### src/rtl/adcseq_pkg.sv
`timescale 1ns/1ps
package adcseq_pkg;
  // frame length selection
  typedef enum logic {
    FRAME_FIXED = 1'b0,
    FRAME_SHORT = 1'b1
  } frame_mode_e;

  // default frame layout, in serial bits / half periods
  localparam int LEAD_ZEROS_DEF  = 3;
  localparam int FIXED_SCLKS_DEF = 20;
  localparam int TAIL_HALVES_DEF = 5;
endpackage

### src/rtl/adcseq_halftick.sv
`timescale 1ns/1ps
module adcseq_halftick #(
  parameter int DIV_W = 8
) (
  input  logic             clk,
  input  logic             rst,
  input  logic             restart,
  input  logic             active,
  input  logic [DIV_W-1:0] half_len,
  output logic             tick
);
  logic [DIV_W-1:0] cnt;

  assign tick = active && (cnt == half_len - 1'b1);

  always_ff @(posedge clk) begin
    if (rst || restart || !active) begin
      cnt <= '0;
    end else if (tick) begin
      cnt <= '0;
    end else begin
      cnt <= cnt + 1'b1;
    end
  end
endmodule

### src/rtl/adcseq_framectl.sv
`timescale 1ns/1ps
module adcseq_framectl
  import adcseq_pkg::*;
#(
  parameter int DIV_W       = 8,
  parameter int ACQ_W       = 12,
  parameter int CODE_W      = 10,
  parameter int LEAD_BITS   = LEAD_ZEROS_DEF,
  parameter int FIXED_SCLKS = FIXED_SCLKS_DEF,
  parameter int TAIL_HALVES = TAIL_HALVES_DEF
) (
  input  logic             clk,
  input  logic             rst,
  input  logic [DIV_W-1:0] half_div,
  input  logic [ACQ_W-1:0] acq_clks,
  input  logic             short_mode,
  input  logic             run_en,
  input  logic             start,
  input  logic             tick,
  output logic             go,
  output logic             active,
  output logic [DIV_W-1:0] div_l,
  output logic             cs_n,
  output logic             sclk,
  output logic             cap_en,
  output logic             cap_last
);
  localparam int LAST_BIT    = LEAD_BITS + CODE_W;
  localparam int FIRST_BIT   = LEAD_BITS + 1;
  localparam int CAP_HALF    = 2 * LAST_BIT;
  localparam int HOLD_HALVES = CAP_HALF - 1;
  localparam int FIX_HALVES  = 2 * FIXED_SCLKS;
  localparam int BASE_SHORT  = HOLD_HALVES + TAIL_HALVES;
  localparam int MIN_SHORT   = (BASE_SHORT % 2 == 0) ? BASE_SHORT + 2 : BASE_SHORT + 1;
  localparam int HCNT_W      = $clog2(FIX_HALVES + BASE_SHORT + (1 << ACQ_W) + 4);

  localparam logic [HCNT_W-1:0] FIX_N   = HCNT_W'(FIX_HALVES);
  localparam logic [HCNT_W-1:0] MIN_N   = HCNT_W'(MIN_SHORT);
  localparam logic [HCNT_W-1:0] HOLD_N  = HCNT_W'(HOLD_HALVES);
  localparam logic [HCNT_W-1:0] CAP_N   = HCNT_W'(CAP_HALF);
  localparam logic [HCNT_W-1:0] FIRST_N = HCNT_W'(2 * FIRST_BIT);

  frame_mode_e       mode_l;
  logic [ACQ_W-1:0]  acq_l;
  logic [ACQ_W-1:0]  acc;
  logic [HCNT_W-1:0] hcnt;
  logic [HCNT_W-1:0] nh;
  logic              acq_ok;
  logic              end_hit;
  logic              want;

  assign want   = run_en || start;
  assign nh     = hcnt + 1'b1;
  assign acq_ok = ({1'b0, acc} + 1'b1) >= {1'b0, acq_l};

  always_comb begin
    end_hit = 1'b0;
    if (active && tick) begin
      if (mode_l == FRAME_FIXED) begin
        end_hit = (nh == FIX_N);
      end else begin
        end_hit = !nh[0] && (nh >= MIN_N) && acq_ok;
      end
    end
  end

  assign go       = want && (!active || end_hit);
  assign cap_en   = active && tick && !nh[0] && (nh >= FIRST_N) && (nh <= CAP_N);
  assign cap_last = active && tick && (nh == CAP_N);

  always_ff @(posedge clk) begin
    if (rst) begin
      active <= 1'b0;
      hcnt   <= '0;
      acc    <= '0;
      acq_l  <= '0;
      div_l  <= DIV_W'(1);
      mode_l <= FRAME_FIXED;
      cs_n   <= 1'b1;
      sclk   <= 1'b1;
    end else if (go) begin
      active <= 1'b1;
      hcnt   <= '0;
      acc    <= '0;
      acq_l  <= acq_clks;
      div_l  <= (half_div == '0) ? DIV_W'(1) : half_div;
      mode_l <= frame_mode_e'(short_mode);
      cs_n   <= 1'b0;
      sclk   <= 1'b1;
    end else if (end_hit) begin
      active <= 1'b0;
      cs_n   <= 1'b1;
      sclk   <= 1'b1;
    end else if (active) begin
      if ((hcnt >= HOLD_N) && (acc != '1)) begin
        acc <= acc + 1'b1;
      end
      if (tick) begin
        hcnt <= nh;
        if (nh <= CAP_N) begin
          sclk <= ~nh[0];
        end
        if (nh == CAP_N) begin
          cs_n <= 1'b1;
        end
      end
    end
  end
endmodule

### src/rtl/adcseq_capture.sv
`timescale 1ns/1ps
module adcseq_capture #(
  parameter int CODE_W = 10
) (
  input  logic              clk,
  input  logic              rst,
  input  logic              cap_en,
  input  logic              cap_last,
  input  logic              sdata,
  output logic [CODE_W-1:0] result,
  output logic              result_valid
);
  logic [CODE_W-2:0] sh;

  always_ff @(posedge clk) begin
    if (rst) begin
      sh           <= '0;
      result       <= '0;
      result_valid <= 1'b0;
    end else begin
      result_valid <= 1'b0;
      if (cap_en) begin
        sh <= {sh[CODE_W-3:0], sdata};
        if (cap_last) begin
          result       <= {sh, sdata};
          result_valid <= 1'b1;
        end
      end
    end
  end
endmodule

### src/rtl/adc_frame_seq.sv
`timescale 1ns/1ps
module adc_frame_seq
  import adcseq_pkg::*;
#(
  parameter int DIV_W       = 8,
  parameter int ACQ_W       = 12,
  parameter int CODE_W      = 10,
  parameter int LEAD_BITS   = LEAD_ZEROS_DEF,
  parameter int FIXED_SCLKS = FIXED_SCLKS_DEF,
  parameter int TAIL_HALVES = TAIL_HALVES_DEF
) (
  input  logic              clk,
  input  logic              rst,
  input  logic [DIV_W-1:0]  half_div,
  input  logic [ACQ_W-1:0]  acq_clks,
  input  logic              short_mode,
  input  logic              run_en,
  input  logic              start,
  input  logic              sdata_in,
  output logic              cs_n,
  output logic              sclk,
  output logic [CODE_W-1:0] result,
  output logic              result_valid
);
  logic             go;
  logic             active;
  logic             tick;
  logic             cap_en;
  logic             cap_last;
  logic [DIV_W-1:0] div_l;

  adcseq_halftick #(.DIV_W(DIV_W)) u_tick (
    .clk      (clk),
    .rst      (rst),
    .restart  (go),
    .active   (active),
    .half_len (div_l),
    .tick     (tick)
  );

  adcseq_framectl #(
    .DIV_W       (DIV_W),
    .ACQ_W       (ACQ_W),
    .CODE_W      (CODE_W),
    .LEAD_BITS   (LEAD_BITS),
    .FIXED_SCLKS (FIXED_SCLKS),
    .TAIL_HALVES (TAIL_HALVES)
  ) u_frame (
    .clk        (clk),
    .rst        (rst),
    .half_div   (half_div),
    .acq_clks   (acq_clks),
    .short_mode (short_mode),
    .run_en     (run_en),
    .start      (start),
    .tick       (tick),
    .go         (go),
    .active     (active),
    .div_l      (div_l),
    .cs_n       (cs_n),
    .sclk       (sclk),
    .cap_en     (cap_en),
    .cap_last   (cap_last)
  );

  adcseq_capture #(.CODE_W(CODE_W)) u_cap (
    .clk          (clk),
    .rst          (rst),
    .cap_en       (cap_en),
    .cap_last     (cap_last),
    .sdata        (sdata_in),
    .result       (result),
    .result_valid (result_valid)
  );
endmodule

### config.mk
export PLATFORM = sky130hd
export DESIGN_NAME = adc_frame_seq
export DESIGN_NICKNAME = d
export VERILOG_FILES = /design/src/rtl/adcseq_pkg.sv /design/src/rtl/adcseq_halftick.sv /design/src/rtl/adcseq_framectl.sv /design/src/rtl/adcseq_capture.sv /design/src/rtl/adc_frame_seq.sv
export SDC_FILE = /design/constraint.sdc
export NUM_CORES = 1
export LEC_CHECK = 0
export BUFFER_PORTS_ARGS = -buffer_cell sky130_fd_sc_hd__buf_2
export CAP_MARGIN = 20
export CORE_MARGIN = 1
export CORE_UTILIZATION = 31
export DETAILED_ROUTE_END_ITERATION = 10
export SYNTH_ARGS = -nofsm -noshare
export SYNTH_HDL_FRONTEND = slang
export SYNTH_SLANG_ARGS = --single-unit
### constraint.sdc
create_clock -name clk -period 3.53 [get_ports clk]
set_clock_uncertainty 0.1 [all_clocks]
set_input_delay 0.353 -clock clk [delete_from_list [all_inputs] [get_ports clk]]
set_output_delay 0.353 -clock clk [all_outputs]
set_load 0.05 [all_outputs]
---- Word-level counts from Yosys, hierarchy flattened ----
Index checks and enable logic that the tools add are counted.
storage, ports and cells
  bits in registers ....................... 77
  bits in latches ......................... 0
  bits in writable memories ............... 0
  ROM bits ................................ 0
  output and inout bits ................... 13
  logic and storage cells ................. 70
  memories kept ........................... 0
cells by class
  add/subtract/negate cells ............... 5
  multipliers ............................. 0
  div/mod/pow operators ................... 0
  order comparisons ....................... 5
  equality and inequality tests ........... 4
  shift-type cells ........................ 0
  mux-type cells .......................... 11
  bitwise operators ....................... 3
  reduce and logical (&&, ||, !) cells .... 30
operator list
  operator                                                         number
  adder 12 x 1 -> 13 bit, second input constant                    1
  adder 13 x 1 -> 13 bit, second input constant                    1
  equality test 13 x 5 -> 1 bit, second input constant             1
  equality test 13 x 6 -> 1 bit, second input constant             1
  >= comparator 13 x 12 -> 1 bit                                   1
  >= comparator 13 x 4 -> 1 bit, second input constant             1
  >= comparator 13 x 5 -> 1 bit, second input constant             1
  >= comparator 13 x 6 -> 1 bit, second input constant             1
  less-or-equal comparator 13 x 5 -> 1 bit, second input constant  1
  adder 12 x 1 -> 12 bit, second input constant                    1
  inequality test 12 bit, second input constant                    1
  AND reduction 3 bit                                              4
  logical AND 1 bit                                                10
  2-to-1 mux 1 bit                                                 10
  nonzero test 3 bit                                               3
  adder 8 x 1 -> 8 bit, second input constant                      1
  equality test 8 bit                                              1
  zero test 8 bit                                                  1
  2-to-1 mux 8 bit                                                 1
  subtractor 8 x 1 -> 8 bit, second input constant                 1
  OR reduction 2 bit                                               3
  logical OR 1 bit                                                 4
  NOT 1 bit                                                        3
  OR reduction 3 bit                                               1
  3 further kinds                                                  4

---- Depth between registers and ports, before layout ----
  word-level depth ........................ 11
  gate-level depth with buffers ........... 15
  depth with buffers taken out ............ 14

---- Hierarchy ----
Synthesis repeated with hierarchy kept, for this count alone.
second synthesis, totals
  cells, all modules ...................... 510
  area total of the unflattened synthesis .. 4,496.8 µm²
by module, submodules not included
  module           times used  cells each  area each (µm²)
  adcseq_framectl  1           361         3,078.0
  adcseq_capture   1           77          824.5
  adcseq_halftick  1           72          594.3

---- Worst setup path after synthesis ----
Ideal clock, no wire load.
  path kind ............................... register to register
  start point ............................. register u_frame.acc[0]
  end point ............................... register u_frame.acc[11]
  setup time .............................. 0.071 ns
  arrival time ............................ 3.264 ns
  path slack .............................. 0.095 ns
  stages on the path, launching flop included .. 16
  path buffers ............................ 1
  path through ............................ dfxtp_1 > ha_1 > nand3_1 > nor2_1 > and3_1 > and3_1 > xor2_1 > ha_1 > a21o_1 > a211oi_1 > a31oi_1 > a22o_4 > a21o_1 > buf_6 > or3_1 > a21oi_1
between the ends
  longest elaborated chain between the ends .. 8
  elaborated cells on any way between the ends .. 13
RTL lines
  element                         line                   source
  from (decl)                     adcseq_framectl.sv:45  logic [ACQ_W-1:0] acc;
  from (signal assigned)          adcseq_framectl.sv:96  acc <= acc + 1'b1;
  adder 12 x 1 -> 13 bit          adcseq_framectl.sv:54  assign acq_ok = ({1'b0, acc} + 1'b1) >= {1'b0, acq_l};
  >= comparator 13 x 12 -> 1 bit  adcseq_framectl.sv:54
  logical AND 1 bit               adcseq_framectl.sv:62  end_hit = !nh[0] && (nh >= MIN_N) && acq_ok;
  2-to-1 mux 1 bit                adcseq_framectl.sv:59  if (mode_l == FRAME_FIXED) begin
  2-to-1 mux 1 bit                adcseq_framectl.sv:58  if (active && tick) begin
  logical OR 1 bit                adcseq_framectl.sv:67  assign go = want && (!active || end_hit);
  logical AND 1 bit               adcseq_framectl.sv:67
  OR reduction 2 bit (no line)    -
Several ways; a longest one is shown, not always the timed one.
A chain may end at the register's enable or synchronous reset.

---- Final worst setup path ----
  start point ............................. register u_frame.acc[1]
  end point ............................... register u_frame.hcnt[10]
between the ends
  longest elaborated chain between the ends .. 8
  elaborated cells on any way between the ends .. 10
RTL lines
  element                             line                   source
  adder 12 x 1 -> 13 bit (*)          adcseq_framectl.sv:54
  >= comparator 13 x 12 -> 1 bit (*)  adcseq_framectl.sv:54
  logical AND 1 bit (*)               adcseq_framectl.sv:62
  2-to-1 mux 1 bit (*)                adcseq_framectl.sv:59
  2-to-1 mux 1 bit (*)                adcseq_framectl.sv:58
  logical OR 1 bit                    adcseq_framectl.sv:67
  logical AND 1 bit                   adcseq_framectl.sv:67
  OR reduction 2 bit (no line)        -
  to (signal assigned)                adcseq_framectl.sv:99  hcnt <= nh;
  to (decl)                           adcseq_framectl.sv:46  logic [HCNT_W-1:0] hcnt;
Every way passes the cells marked *; elsewhere a longest branch is shown, timed or not.

==> results.py <==
metrics = {
    "status": {
        "outcome": "completed",
    },
    "grt": {
        "grt_pass1_vias": 3425,
        "antenna_found_initial": 0,
        "grt_pass1_wl_mm": 16.3,
        "grt_max_degree": 46,
        "grt-ovfl-total": 0,
        "grt.total_usage_pct": 14.4,
    },
    "synthesis": {
        "synth_top_family_by_area": "simple AND/OR/NAND/NOR gates",
        "ys_seq_area_share_pct": 36.8,
        "synthArstFlopShare_pct": 0,
        "synthFlopType": "dfxtp_1",
        "synth-seq-cells": 77,
        "yosysWarnings": 0,
        "synth_xor_area_share_pct": 9.82,
        "synth.area.mux_share_pct": 7.67,
        "syn_area_um2": 4190,
        "synth_edf_count": 0,
        "yosys.area_share.simple_pct": 24.1,
        "synth_compound_area_share_pct": 11.0,
        "syn_area_per_cell_um2": 8.32,
        "ys_types": 56,
        "syn_nets": 548,
        "postSynthCellCount": 504,
        "synth-adder-area-share_pct": 5.37,
    },
    "routing": {
        "wl_per_cell_um": 13.6,
        "final_antenna_net_count": 0,
        "viasPerCell": 4.95,
        "drc_errors": 0,
        "drtPass1Iterations": 5,
        "wirelength_mm": 9.98,
        "vias": 3625,
        "drtIter0Drc": 152,
    },
    "place": {
        "io_buffers": 38,
        "post_dp_cell_area_um2": 4670,
        "dp_hpwl_mm": 7.03,
        "place_congestion": 0.837,
        "placedCellCount": 713,
    },
    "job": {
        "drv_cap": 0,
    },
    "sta": {
        "hold_violations": 0,
        "max_slew_margin_pct": 52.8,
        "worstMarginPinSlew_ps": 690,
        "whs_ps": 158,
        "finalSetupViolCount": 0,
        "report.final.slew_viol_count": 0,
        "fmax_ghz": 0.296,
        "post-route-period-util_pct": 95.6,
        "fin_crit_ps": 3370,
    },
    "floorplan": {
        "dieArea_um2": 14000,
        "core-area_um2": 13200,
        "rows": 42,
        "die_h_um": 118,
        "dieWidth_um": 118,
        "io_pins": 39,
        "initial_core_util_pct": 31.8,
    },
    "cells_and_area": {
        "nNetsFinal": 595,
        "drive_gt1_share_pct": 19.6,
        "antennaDiodeCount": 0,
        "final_util_pct": 38.6,
        "final-instance-count-excl-fill": 732,
        "syn_to_final_growth_pct": 21.4,
        "layout_commonest_cell": "dfxtp_1",
        "stdcell_area_um2": 5090,
        "final_cell_mix": "75 x dfxtp_1, 66 x nand2_1, 49 x nor2_1",
    },
    "worst_setup_path": {
        "crit_path_start_kind": "register",
        "critical_path_required_ps": 3660,
        "worstPathMaxFanout": 9,
        "critPathCaptureType": "register",
        "critical_path_class": "reg -> reg",
        "cp.arrival_ps": 3510,
    },
    "clock_tree": {
        "clk_latency_ps": 340,
        "clock_sinks": 77,
        "cts-buffers-inserted": 9,
        "clkTransAtPathRegs_ps": 60,
        "clockRootBuffer": "clkbuf_16",
        "cts-htree-levels": 3,
        "cts.path.max_buffers": 2,
        "cts_tree": "done",
    },
    "power_and_ir_drop": {
        "p_per_area_nw_per_um2": 408,
        "leakagePower_nw": 2.01,
        "peakVddDrop_mv": 0.283,
        "total_power_w": 0.00208,
    },
    "worst_hold_path": {
        "holdCritPathClass": "in -> reg",
    },
}
state kept, by name, summed over array words and instances (netlist names), 8 cells and up:
register / cells
u_frame.hcnt: 13
u_tick.cnt: 8
u_frame.div_l: 8
u_frame.acq_l: 12
u_cap.sh: 9
u_frame.acc: 12
u_cap.result: 10
cells in the mapped netlist, drive strengths merged (11+ instances only):
library cell / instances / area [µm²]
dfxtp: 77 / 1540
mux2i: 31 / 310
o21ai: 13 / 65.1
xor2: 27 / 236
ha: 18 / 225
clkbuf: 19 / 71.3
nor2: 52 / 198
inv: 20 / 75.1
buf: 11 / 72.6
a21oi: 23 / 115
nand2: 66 / 248
xnor2: 20 / 175
nand3: 30 / 150
power by group:
group | total (W) | internal, W | switching (W)
logic | 0.000185 | 0.0000760 | 0.000109
registers | 0.000912 | 0.000892 | 0.0000200
clock network | 0.000979 | 0.000617 | 0.000362
per-stage QoR:
step,TNS (ps),worst slack [ps]
finish,0,156
detailed placement,-7.55,-7.55
global placement,0,160
global route,-163,-57.5
floorplan,0,95.1
CTS,0,0.456
critical path, stage by stage (launching register included):
cell and delay (ps):
dfxtp_2 350, ha_2 200, nand3_2 100, nor2_2 130, and3_4 200, and3_4 200
xor2_2 150, ha_1 260, a21o_1 190, a211oi_2 200, a31oi_2 130, a22o_4 300
buf_4 170, or4_4 410, xor2_1 140, nor2_1 50
cells by family after synthesis:
group,Yosys count
XOR/XNOR,47
adder cells (fa/ha/maj),18
AND/OR/NAND/NOR,211
buffers and inverters,50
flip-flops,77
multiplexers,32
AO/OA/AOI/OAI,69
layer usage:
metal	GRT usage [%]	share of wire [%]	vias to the layer above
li1	-	-	1854
met1	18.3	46	1675
met2	23.1	47	76
met3	3.19	3.8	20
met4	7.05	2.6	0
met5	0	0	-
final cells by class:
class | count | area, µm²
fillers | 1307 | 8100
multi-input cells | 377 | 2520
flip-flops and latches | 77 | 1540
repair buffers | 66 | 413
clock buffers | 10 | 229
well taps | 176 | 220
clock inverters | 6 | 87.6
inverters | 20 | 75.1
final timing paths:
check	slack (ps)	from	depth (start not counted)	to
min	160	acq_clks[4]	3	u_frame.acq_l[4]
max reg2reg	160	u_frame.acc[1]	15	u_frame.hcnt[10]
max	160	u_frame.acc[1]	15	u_frame.hcnt[10]
min reg2reg	350	u_cap.result[3]	2	u_cap.result[3]
what timing repair did:
action / CTS / global route
gates cloned: 0 / 0
hold buffers: 0 / 0
endpoints found under the setup margin: 8 / 43
pin swaps: 1 / 7
buffers inserted: 1 / 2
resized for setup: 4 / 16
(Power assumes the default switching activity.)
